--- config.mk ---
export PLATFORM = sky130hd
export DESIGN_NAME = wvchk_top
export DESIGN_NICKNAME = d
export VERILOG_FILES = /design/src/rtl/wvchk_pkg.sv /design/src/rtl/wvchk_align.sv /design/src/rtl/wvchk_overlap.sv /design/src/rtl/wvchk_prio.sv /design/src/rtl/wvchk_top.sv
export SDC_FILE = /design/constraint.sdc
export NUM_CORES = 1
export LEC_CHECK = 0
export BUFFER_PORTS_ARGS = -buffer_cell sky130_fd_sc_hd__buf_4
export CORE_ASPECT_RATIO = 1.2
export CORE_MARGIN = 2
export CORE_UTILIZATION = 45
export CTS_BUF_LIST = sky130_fd_sc_hd__clkbuf_2
export CTS_CLUSTER_SIZE = 25
export DETAILED_ROUTE_END_ITERATION = 8
export PLACE_DENSITY_LB_ADDON = 0.2
export RECOVER_POWER = 100
export SETUP_SLACK_MARGIN = 0.1
export SLEW_MARGIN = 30
export SYNTH_ARGS = -nofsm -noshare
export SYNTH_HDL_FRONTEND = slang
export SYNTH_SLANG_ARGS = --single-unit
--- constraint.sdc ---
create_clock -name clk_i -period 0.8 [get_ports clk_i]
set_input_delay 0.12 -clock clk_i [delete_from_list [all_inputs] [get_ports clk_i]]
set_output_delay 0.12 -clock clk_i [all_outputs]
set_load 0.005 [all_outputs]
--- src/rtl/wvchk_pkg.sv ---
package wvchk_pkg;

    typedef enum logic [1:0] {
        FORM_VV = 2'd0,
        FORM_VX = 2'd1,
        FORM_WV = 2'd2,
        FORM_WX = 2'd3
    } wform_e;

    typedef enum logic [2:0] {
        RSN_NONE = 3'd0,
        RSN_DST  = 3'd1,
        RSN_SRC  = 3'd2,
        RSN_OVL  = 3'd3,
        RSN_MASK = 3'd4
    } rsn_e;

    typedef struct packed {
        logic       valid;
        logic       illegal;
        logic [2:0] reason;
    } chk_res_t;

    localparam int NUM_SRC_CHK = 3;

endpackage

--- src/rtl/wvchk_align.sv ---
module wvchk_align #(
    parameter int RW   = 5,
    parameter int SL_W = 3
) (
    input  logic [RW-1:0]   base_i,
    input  logic [SL_W-1:0] log_i,
    output logic            ok_o
);
    localparam int EW = RW + 1;

    logic [EW-1:0] low_mask;

    always_comb begin
        low_mask = ({{(EW-1){1'b0}}, 1'b1} << log_i) - {{(EW-1){1'b0}}, 1'b1};
        ok_o     = (({1'b0, base_i}) & low_mask) == '0;
    end
endmodule

--- src/rtl/wvchk_overlap.sv ---
module wvchk_overlap #(
    parameter int RW   = 5,
    parameter int SL_W = 3
) (
    input  logic [RW-1:0]   a_base_i,
    input  logic [SL_W-1:0] a_log_i,
    input  logic [RW-1:0]   b_base_i,
    input  logic [SL_W-1:0] b_log_i,
    output logic            hit_o
);
    localparam int EW = RW + 2;

    logic [EW-1:0] a_lo, a_hi, b_lo, b_hi;
    logic [EW-1:0] one;

    always_comb begin
        one  = {{(EW-1){1'b0}}, 1'b1};
        a_lo = {2'b00, a_base_i};
        b_lo = {2'b00, b_base_i};
        a_hi = a_lo + (one << a_log_i) - one;
        b_hi = b_lo + (one << b_log_i) - one;
        hit_o = (a_lo <= b_hi) && (b_lo <= a_hi);
    end
endmodule

--- src/rtl/wvchk_prio.sv ---
module wvchk_prio
    import wvchk_pkg::*;
(
    input  logic       dst_bad_i,
    input  logic       src_bad_i,
    input  logic       ovl_i,
    input  logic       mask_bad_i,
    output logic       illegal_o,
    output logic [2:0] reason_o
);
    rsn_e rsn;

    always_comb begin
        if (dst_bad_i)       rsn = RSN_DST;
        else if (src_bad_i)  rsn = RSN_SRC;
        else if (ovl_i)      rsn = RSN_OVL;
        else if (mask_bad_i) rsn = RSN_MASK;
        else                 rsn = RSN_NONE;
        reason_o  = rsn;
        illegal_o = dst_bad_i | src_bad_i | ovl_i | mask_bad_i;
    end
endmodule

--- src/rtl/wvchk_top.sv ---
module wvchk_top
    import wvchk_pkg::*;
#(
    parameter int NUM_VREG = 32,
    parameter int LMUL_W   = 2,
    localparam int RW      = $clog2(NUM_VREG)
) (
    input  logic              clk_i,
    input  logic              rst_ni,
    input  logic              dec_valid_i,
    input  logic [1:0]        form_i,
    input  logic              masked_i,
    input  logic [RW-1:0]     vd_i,
    input  logic [RW-1:0]     vs2_i,
    input  logic [RW-1:0]     vs1_i,
    input  logic [LMUL_W-1:0] lmul_i,
    output logic              chk_valid_o,
    output logic              illegal_o,
    output logic [2:0]        reason_o
);
    localparam int SL_W = LMUL_W + 1;
    localparam logic [LMUL_W-1:0] LMUL_TOP = {LMUL_W{1'b1}};

    // operand attributes
    logic            is_wide;
    logic            vs1_vec;
    logic [SL_W-1:0] s_log;
    logic [SL_W-1:0] d_log;
    logic [SL_W-1:0] vs2_log;

    always_comb begin
        is_wide = (form_i == FORM_WV) || (form_i == FORM_WX);
        vs1_vec = (form_i == FORM_VV) || (form_i == FORM_WV);
        s_log   = {1'b0, lmul_i};
        d_log   = s_log + {{(SL_W-1){1'b0}}, 1'b1};
        vs2_log = is_wide ? d_log : s_log;
    end

    // alignment
    logic vd_al, vs2_al, vs1_al;

    wvchk_align #(.RW(RW), .SL_W(SL_W)) u_al_vd  (.base_i(vd_i),  .log_i(d_log),   .ok_o(vd_al));
    wvchk_align #(.RW(RW), .SL_W(SL_W)) u_al_vs2 (.base_i(vs2_i), .log_i(vs2_log), .ok_o(vs2_al));
    wvchk_align #(.RW(RW), .SL_W(SL_W)) u_al_vs1 (.base_i(vs1_i), .log_i(s_log),   .ok_o(vs1_al));

    // overlap against destination: 0 = vs2, 1 = vs1, 2 = mask register
    logic [RW-1:0]   ov_base [NUM_SRC_CHK];
    logic [SL_W-1:0] ov_log  [NUM_SRC_CHK];
    logic [NUM_SRC_CHK-1:0] ov_hit;

    always_comb begin
        ov_base[0] = vs2_i;
        ov_log[0]  = vs2_log;
        ov_base[1] = vs1_i;
        ov_log[1]  = s_log;
        ov_base[2] = '0;
        ov_log[2]  = '0;
    end

    for (genvar g = 0; g < NUM_SRC_CHK; g++) begin : g_ovl
        wvchk_overlap #(.RW(RW), .SL_W(SL_W)) u_ovl (
            .a_base_i (vd_i),
            .a_log_i  (d_log),
            .b_base_i (ov_base[g]),
            .b_log_i  (ov_log[g]),
            .hit_o    (ov_hit[g])
        );
    end

    // check combination
    logic dst_bad, src_bad, ovl_bad, mask_bad;

    always_comb begin
        dst_bad  = (lmul_i == LMUL_TOP) || !vd_al;
        src_bad  = !vs2_al || (vs1_vec && !vs1_al);
        ovl_bad  = (!is_wide && ov_hit[0]) || (vs1_vec && ov_hit[1]);
        mask_bad = masked_i && ov_hit[2];
    end

    logic       prio_illegal;
    logic [2:0] prio_reason;

    wvchk_prio u_prio (
        .dst_bad_i  (dst_bad),
        .src_bad_i  (src_bad),
        .ovl_i      (ovl_bad),
        .mask_bad_i (mask_bad),
        .illegal_o  (prio_illegal),
        .reason_o   (prio_reason)
    );

    // two-process result register
    chk_res_t res_d, res_q;

    always_comb begin
        res_d       = res_q;
        res_d.valid = dec_valid_i;
        if (dec_valid_i) begin
            res_d.illegal = prio_illegal;
            res_d.reason  = prio_reason;
        end
    end

    always_ff @(posedge clk_i or negedge rst_ni) begin
        if (!rst_ni) res_q <= '0;
        else         res_q <= res_d;
    end

    assign chk_valid_o = res_q.valid;
    assign illegal_o   = res_q.illegal;
    assign reason_o    = res_q.reason;

endmodule

==> out/metrics.csv, run 1 <==
stage;metric;value;unit
outcome;outcome;finished with violations;
outcome;failing checks;negative setup slack;
worst_setup_path;required time at the endpoint of the critical path;950;ps
synth;register bit total from synthesis;5;
synth;Synth Area in XOR/XNOR;0.0448;
cells_and_area;FF/Latch Area;125;µm²
clock_network;clk_lat worst skew;230;ps
worst_setup_path;CP Max Fanout;5;
cells_and_area;Area growth syn-to-layout;55.5;%
routing;drt total wl;5700;µm
cells_and_area;final net count;440;
timing;Tmin final;3000;ps
synth;EDFF count, synth;0;
routing;DRC viols;0;
worst_setup_path;R2R Path End;reason_o[1];
cells_and_area;Antenna diodes;0;
timing;Setup WS post-layout;-2200;ps
placement;pre-CTS setup slack;-2550;ps
floorplan;Core Footprint;4230;µm²
synth;Synth area leader;ha_1;
cells_and_area;multi-input logic area;1830;µm²
timing;Fin Setup TNS;-8980;ps
synth;Ys Warns;0;
clock_network;H-Tree Depth;1;
worst_setup_path;CP endpoint kind;flip-flop;
grt;vias in the first global route;2107;
power;Lkg Pwr;0.00160;µW
synth;Yosys top cell area share;0.397;
synth;commonest register cell after synthesis;dfrtp_1;
cells_and_area;post-route insts no fill;407;
floorplan;Chip Width;64.2;µm
worst_setup_path;Setup crit start kind;primary input;
floorplan;Die Ht;76.2;µm
synth;Synth async-reset ratio;1.00;
routing;vias per cell;5.15;
grt;first-pass GRT wire length;9470;µm
floorplan;initial core utilization;0.462;
cells_and_area;fillers;333;
synth;simple logic cell fraction of the synthesized area;0.140;
grt;grt ovf;0;
synth;Syn Area/Cell;7.92;µm²
synth;compound-cell area share of the yosys netlist;0.187;
timing;unrepaired setup endpoints after global routing;yes;
floorplan;Ports;28;
cells_and_area;fin area;3040;µm²
timing;Max Clock Skew;0;ps
placement;dpl cells;394;
worst_setup_path;r2r setup slk;-50;ps
cells_and_area;share of cells above drive strength 1;0.422;
clock_network;CTS tree;built;
power;Pwr Total;3240;µW
grt;Total GRT Usage;0.238;
worst_setup_path;reg2reg path depth;2;
clock_network;clk root buf;clkbuf_2;
clock_network;clock tree buffer depth;2;
floorplan;die area;4890;µm²
placement;Placed Area;2770;µm²
worst_setup_path;Worst EP arrival;3150;ps
power;maximum vdd drop;584;µV
worst_setup_path;r2r startpoint;reason_o[1];
routing;Initial DRC Count;98;
job;max-cap violations;0;
timing;Final setup violation count;9;
synth;Cell Area, Synth;1960;µm²
grt;largest net degree at the start of global routing;11;
floorplan;row count;26;
placement;DP HPWL;4690;µm
timing;crit share post-route;3.75;
placement;IO buf count;27;
routing;vias;2098;
synth;Syn Inst Count;247;
synth;largest family of logic cells by synthesized area;adder cells;
timing;final count of pins violating max slew;0;
clock_network;clk slew on worst S/H paths;70;ps
synth;Adder-Cell Fraction of Synth Area;0.427;
synth;register area share after synthesis;0.0640;
clock_network;clock buffer count from CTS;3;
routing;DRT Pass-1 Iters;4;
power;PD cells;1070;nW/µm²
timing;Hold Fails Final Rpt;0;
routing;WL/cell;14.0;µm
worst_setup_path;Critical Path Start;lmul_i[1];
synth;post-synthesis mux area share;0.0211;
grt;initial antenna violation count;0;
worst_setup_path;Setup Crit Path Kind;in -> reg;
placement;routability-driven placement congestion ratio;0.915;
clock_network;number of clock sinks;5;
timing;timing-limited maximum frequency;333;MHz
worst_setup_path;crit path capture;reason_o[2];
synth;synth top area cells;ha_1 (40%), inv_1 (10%), dfrtp_1 (6.4%);
hold_path;Hold Path Class;in -> reg;
synth;Synth cell types;44;
routing;post-route ant nets;0;
==> cell usage after synthesis, types with 3 or more instances <==
cell type / instances
and3_1: 3
nor2b_1: 6
ha_1: 62
fa_1: 3
xor2_1: 6
dfrtp_1: 5
nand2_1: 14
xnor2_1: 4
a41oi_1: 3
inv_1: 54
nor3_1: 3
nor2_1: 9
o211ai_1: 4
mux2i_1: 3
a21o_1: 4
nand3_1: 11
a21oi_1: 11
o21a_1: 4
nand4_1: 4
o21ai_0: 5
==> worst min-delay path by stage <==
stage	startpoint	depth (start not counted)	slack, ps	endpoint
global placement	rst_ni	1	-80	illegal_o
finish	dec_valid_i	2	150	chk_valid_o
floorplan	rst_ni	0	-180	chk_valid_o
global route	dec_valid_i	2	160	chk_valid_o
detailed placement	rst_ni	1	-70	chk_valid_o
CTS	dec_valid_i	2	100	chk_valid_o
==> state kept, by name, indices dropped and copies added, names as in the netlist <==
register	flops
illegal_o	1
chk_valid_o	1
reason_o	3
==> through the flow <==
stage | hold WS, ps | util
floorplan | -176 | -
global placement | -75.4 | 0.655
detailed placement | -73.8 | 0.655
CTS | 101 | 0.700
global route | 164 | 0.719
finish | 155 | 0.719
==> worst max-delay path: stages <==
cell,delay (ps)
buf_8,80
clkinvlp_4,130
ha_4,310
nor2_4,100
a32oi_2,110
ha_2,330
inv_2,40
ha_4,150
fa_2,520
inv_2,50
ha_4,250
and3_4,180
o21ai_2,50
nand3_2,70
a41oi_2,120
nand3_2,110
nand4_1,140
o31ai_2,270
==> repair_timing <==
action	4_1_cts	5_1_grt
hold endpoints to repair	5	0
gates cloned	0	0
pin swaps	24	17
hold buffers	1	0
setup buffers	6	2
endpoints found under the setup margin	9	9
gates resized for setup	28	11
==> power by group <==
part | switching [µW] | total (µW) | internal, µW
sequential | 9.95 | 278 | 268
clock | 123 | 256 | 133
combinational | 1320 | 2710 | 1390
total | 1450 | 3240 | 1790
==> layout by cell type (no fill, tap or decap), types with 2 or more instances in the layout <==
| master | Yosys | routed |
|---|---|---|
| buf_4 | 1 | 91 |
| ha_1 | 62 | 53 |
| inv_1 | 54 | 48 |
| nand2_1 | 14 | 14 |
| nand3_1 | 11 | 8 |
| nor2_1 | 9 | 7 |
| ha_4 | 0 | 7 |
| inv_2 | 2 | 6 |
| a21oi_2 | 1 | 6 |
| nor2b_1 | 6 | 6 |
| a21oi_1 | 11 | 6 |
| buf_6 | 0 | 6 |
| dfrtp_1 | 5 | 5 |
| a41oi_2 | 1 | 4 |
| xor2_1 | 6 | 4 |
| a21o_1 | 4 | 4 |
| xnor2_1 | 4 | 4 |
| nand4_1 | 4 | 4 |
| o21a_1 | 4 | 4 |
| o211ai_1 | 4 | 4 |
| clkbuf_2 | 0 | 4 |
| nor3_1 | 3 | 3 |
| mux2i_1 | 3 | 3 |
| o21ai_0 | 5 | 3 |
| nand3_2 | 0 | 3 |
| xor2_2 | 0 | 2 |
| and3_1 | 3 | 2 |
| nor2_4 | 0 | 2 |
| a32oi_2 | 0 | 2 |
| o31ai_1 | 2 | 2 |
| o21ai_2 | 0 | 2 |
| a22o_1 | 2 | 2 |
| nor4_1 | 2 | 2 |
| fa_2 | 0 | 2 |
| ha_2 | 0 | 2 |
| conb_1 | 1 | 2 |
| clkbuf_1 | 0 | 2 |
==> final cells by class <==
class,count,area share
sequential,5,0.0411
clock buffer,4,0.00658
multi-input combinational,185,0.601
timing repair buffer,101,0.258
tap,56,0.0230
inverter,56,0.0712
==> layer usage <==
layer,GRT usage,vias up,wire [µm]
met5,0,-,0
met3,0.0251,6,201
met1,0.293,985,2260
met4,0.0362,0,80
li1,-,1058,-
met2,0.446,49,3160
==> cell families after synthesis <==
group                      after synthesis
DFF                                      5
adders and majority gates               65
AOI/OAI and AO/OA                       49
buffers and inverters                   58
xor gates and xnor gates                10
other                                    1
and+or+nand+nor                         55
muxes                                    4
(Power assumes the default switching activity.)
==> run 2: changes to the inputs <==
--- a/config.mk
+++ b/config.mk
@@ -5,7 +5,7 @@
 export SDC_FILE = /design/constraint.sdc
 export NUM_CORES = 1
 export LEC_CHECK = 0
-export BUFFER_PORTS_ARGS = -buffer_cell sky130_fd_sc_hd__buf_4
+export BUFFER_PORTS_ARGS = -buffer_cell sky130_fd_sc_hd__buf_2
 export CORE_ASPECT_RATIO = 1.2
 export CORE_MARGIN = 2
 export CORE_UTILIZATION = 45
@@ -19,3 +19,4 @@
 export SYNTH_ARGS = -nofsm -noshare
 export SYNTH_HDL_FRONTEND = slang
 export SYNTH_SLANG_ARGS = --single-unit
+export TNS_END_PERCENT = 100
==> out/metrics.csv, run 2 (synthesized netlist as in run 1, its figures left out) <==
stage;metric;value;unit
worst_setup_path;required time at the endpoint of the critical path;960;ps
routing;DRC viols;0;
cells_and_area;most frequent cells in the layout;buf_4 (80), ha_1 (53), inv_1 (47);
power;PD cells;1060;nW/µm²
clock_network;number of clock sinks;5;
power;Pwr Total;3200;µW
worst_setup_path;Setup crit start kind;primary input;
worst_setup_path;CP Max Fanout;5;
placement;DP HPWL;4780;µm
timing;Setup WS post-layout;-2250;ps
outcome;outcome;finished with violations;
routing;vias per cell;5.14;
clock_network;clk slew on worst S/H paths;70;ps
timing;final count of pins violating max slew;0;
routing;drt total wl;5920;µm
hold_path;HP Start;dec_valid_i;
floorplan;die area;4890;µm²
cells_and_area;Antenna diodes;0;
timing;worst hold slack;173;ps
clock_network;clk_lat worst skew;220;ps
clock_network;H-Tree Depth;1;
hold_path;Hold Path Class;in -> reg;
routing;vias;2133;
grt;grt ovf;0;
floorplan;Core Footprint;4230;µm²
grt;initial antenna violation count;0;
timing;Tmin final;3050;ps
cells_and_area;multi-input logic area;1830;µm²
clock_network;clock buffer count from CTS;3;
grt;first-pass GRT wire length;9720;µm
timing;unrepaired setup endpoints after global routing;yes;
power;Lkg Pwr;0.00161;µW
placement;pre-CTS setup slack;-2570;ps
cells_and_area;max reg flops;3;
grt;Total GRT Usage;0.249;
timing;Hold Fails Final Rpt;0;
clock_network;CTS tree;built;
cells_and_area;commonest non-fill, non-tap cell in the layout;buf_4;
worst_setup_path;Critical Path Start;lmul_i[1];
clock_network;clock tree buffer depth;2;
routing;post-route ant nets;0;
cells_and_area;Area growth syn-to-layout;54.6;%
floorplan;initial core utilization;0.462;
routing;WL/cell;14.3;µm
placement;IO buf count;27;
floorplan;row count;26;
timing;timing-limited maximum frequency;328;MHz
floorplan;Chip Width;64.2;µm
timing;Final setup violation count;9;
power;maximum vdd drop;568;µV
grt;largest net degree at the start of global routing;11;
placement;routability-driven placement congestion ratio;0.826;
outcome;failing checks;negative setup slack;
grt;vias in the first global route;2181;
floorplan;Die Ht;76.2;µm
cells_and_area;fillers;345;
cells_and_area;FF/Latch Area;125;µm²
clock_network;clk root buf;clkbuf_2;
job;max-cap violations;0;
cells_and_area;post-layout util;0.715;
routing;Initial DRC Count;111;
worst_setup_path;Worst EP arrival;3210;ps
worst_setup_path;CP endpoint kind;flip-flop;
timing;Max Clock Skew;0;ps
worst_setup_path;Setup Crit Path Kind;in -> reg;
routing;DRT Pass-1 Iters;4;
cells_and_area;share of cells above drive strength 1;0.437;
floorplan;Ports;28;
worst_setup_path;r2r startpoint;reason_o[1];
cells_and_area;final net count;448;
timing;crit share post-route;3.81;
==> run 2: changes by cell type in the layout (fill, tap and decap cells not counted), sizes merged <==
cell,before,now
buf,98,106
==> run 2: layout make-up <==
class                   count  share of cell area
repair buffers            109               0.253
clock buffers               4             0.00662
multi-input cells         185               0.604
inverters                  56              0.0716
well taps                  56              0.0232
flip-flops and latches      5              0.0414
==> run 2: metal layers <==
metal / GRT usage / vias up / wire, µm
met5: 0 / - / 0
met4: 0.0723 / 0 / 100
met3: 0.0222 / 10 / 190
met2: 0.490 / 54 / 3330
met1: 0.273 / 993 / 2300
li1: - / 1076 / -
==> run 2: path summary, 6_finish.rpt <==
kind / endpoint / slack [ps] / cells after the start
setup reg to reg: reason_o[1] / -60 / 2
hold reg to reg: reason_o[0] / 560 / 2
max in group asynchronous: illegal_o / 250 / 2
hold / removal: chk_valid_o / 170 / 2
setup / recovery: reason_o[0] / -2250 / 18
min in group asynchronous: reason_o[1] / 310 / 2
==> run 2: where the power goes <==
part           total (µW)  switching, µW  internal (µW)  leakage (µW)
Combinational        2680           1330           1350       0.00154
Sequential            277           8.91            268     0.0000575
Clock                 247            115            132     0.0000166
==> run 2: repair_timing <==
action | 4_1_cts | 5_1_grt
resized for setup | 25 | 11
hold buffers | 1 | 0
buffers inserted | 7 | 3
endpoints found under the setup margin | 9 | 9
endpoints found under the hold margin | 5 | 0
pin swaps | 32 | 21
==> run 2: metrics by stage <==
step                      TNS, ps  instances  cell area [µm²]
after floorplan             -8650        248             2020
after global placement      -9750        400             2750
after detailed placement   -10060        400             2750
after CTS                   -8860        412             2950
after global routing        -9840        415             3020
final                       -9070        415             3020
==> run 2: worst max-delay path, cell delays in order <==
cell and delay (ps):
buf_8 80, clkinvlp_4 120, ha_4 350, nor2_4 40, a32oi_2 220, ha_2 220
inv_2 40, ha_4 160, fa_2 380, xnor2_2 150, ha_1 320, and3_4 190
o21ai_2 60, nand3_2 90, a41oi_2 220, nand3_2 110, a21bo_1 190, a21oi_2 140
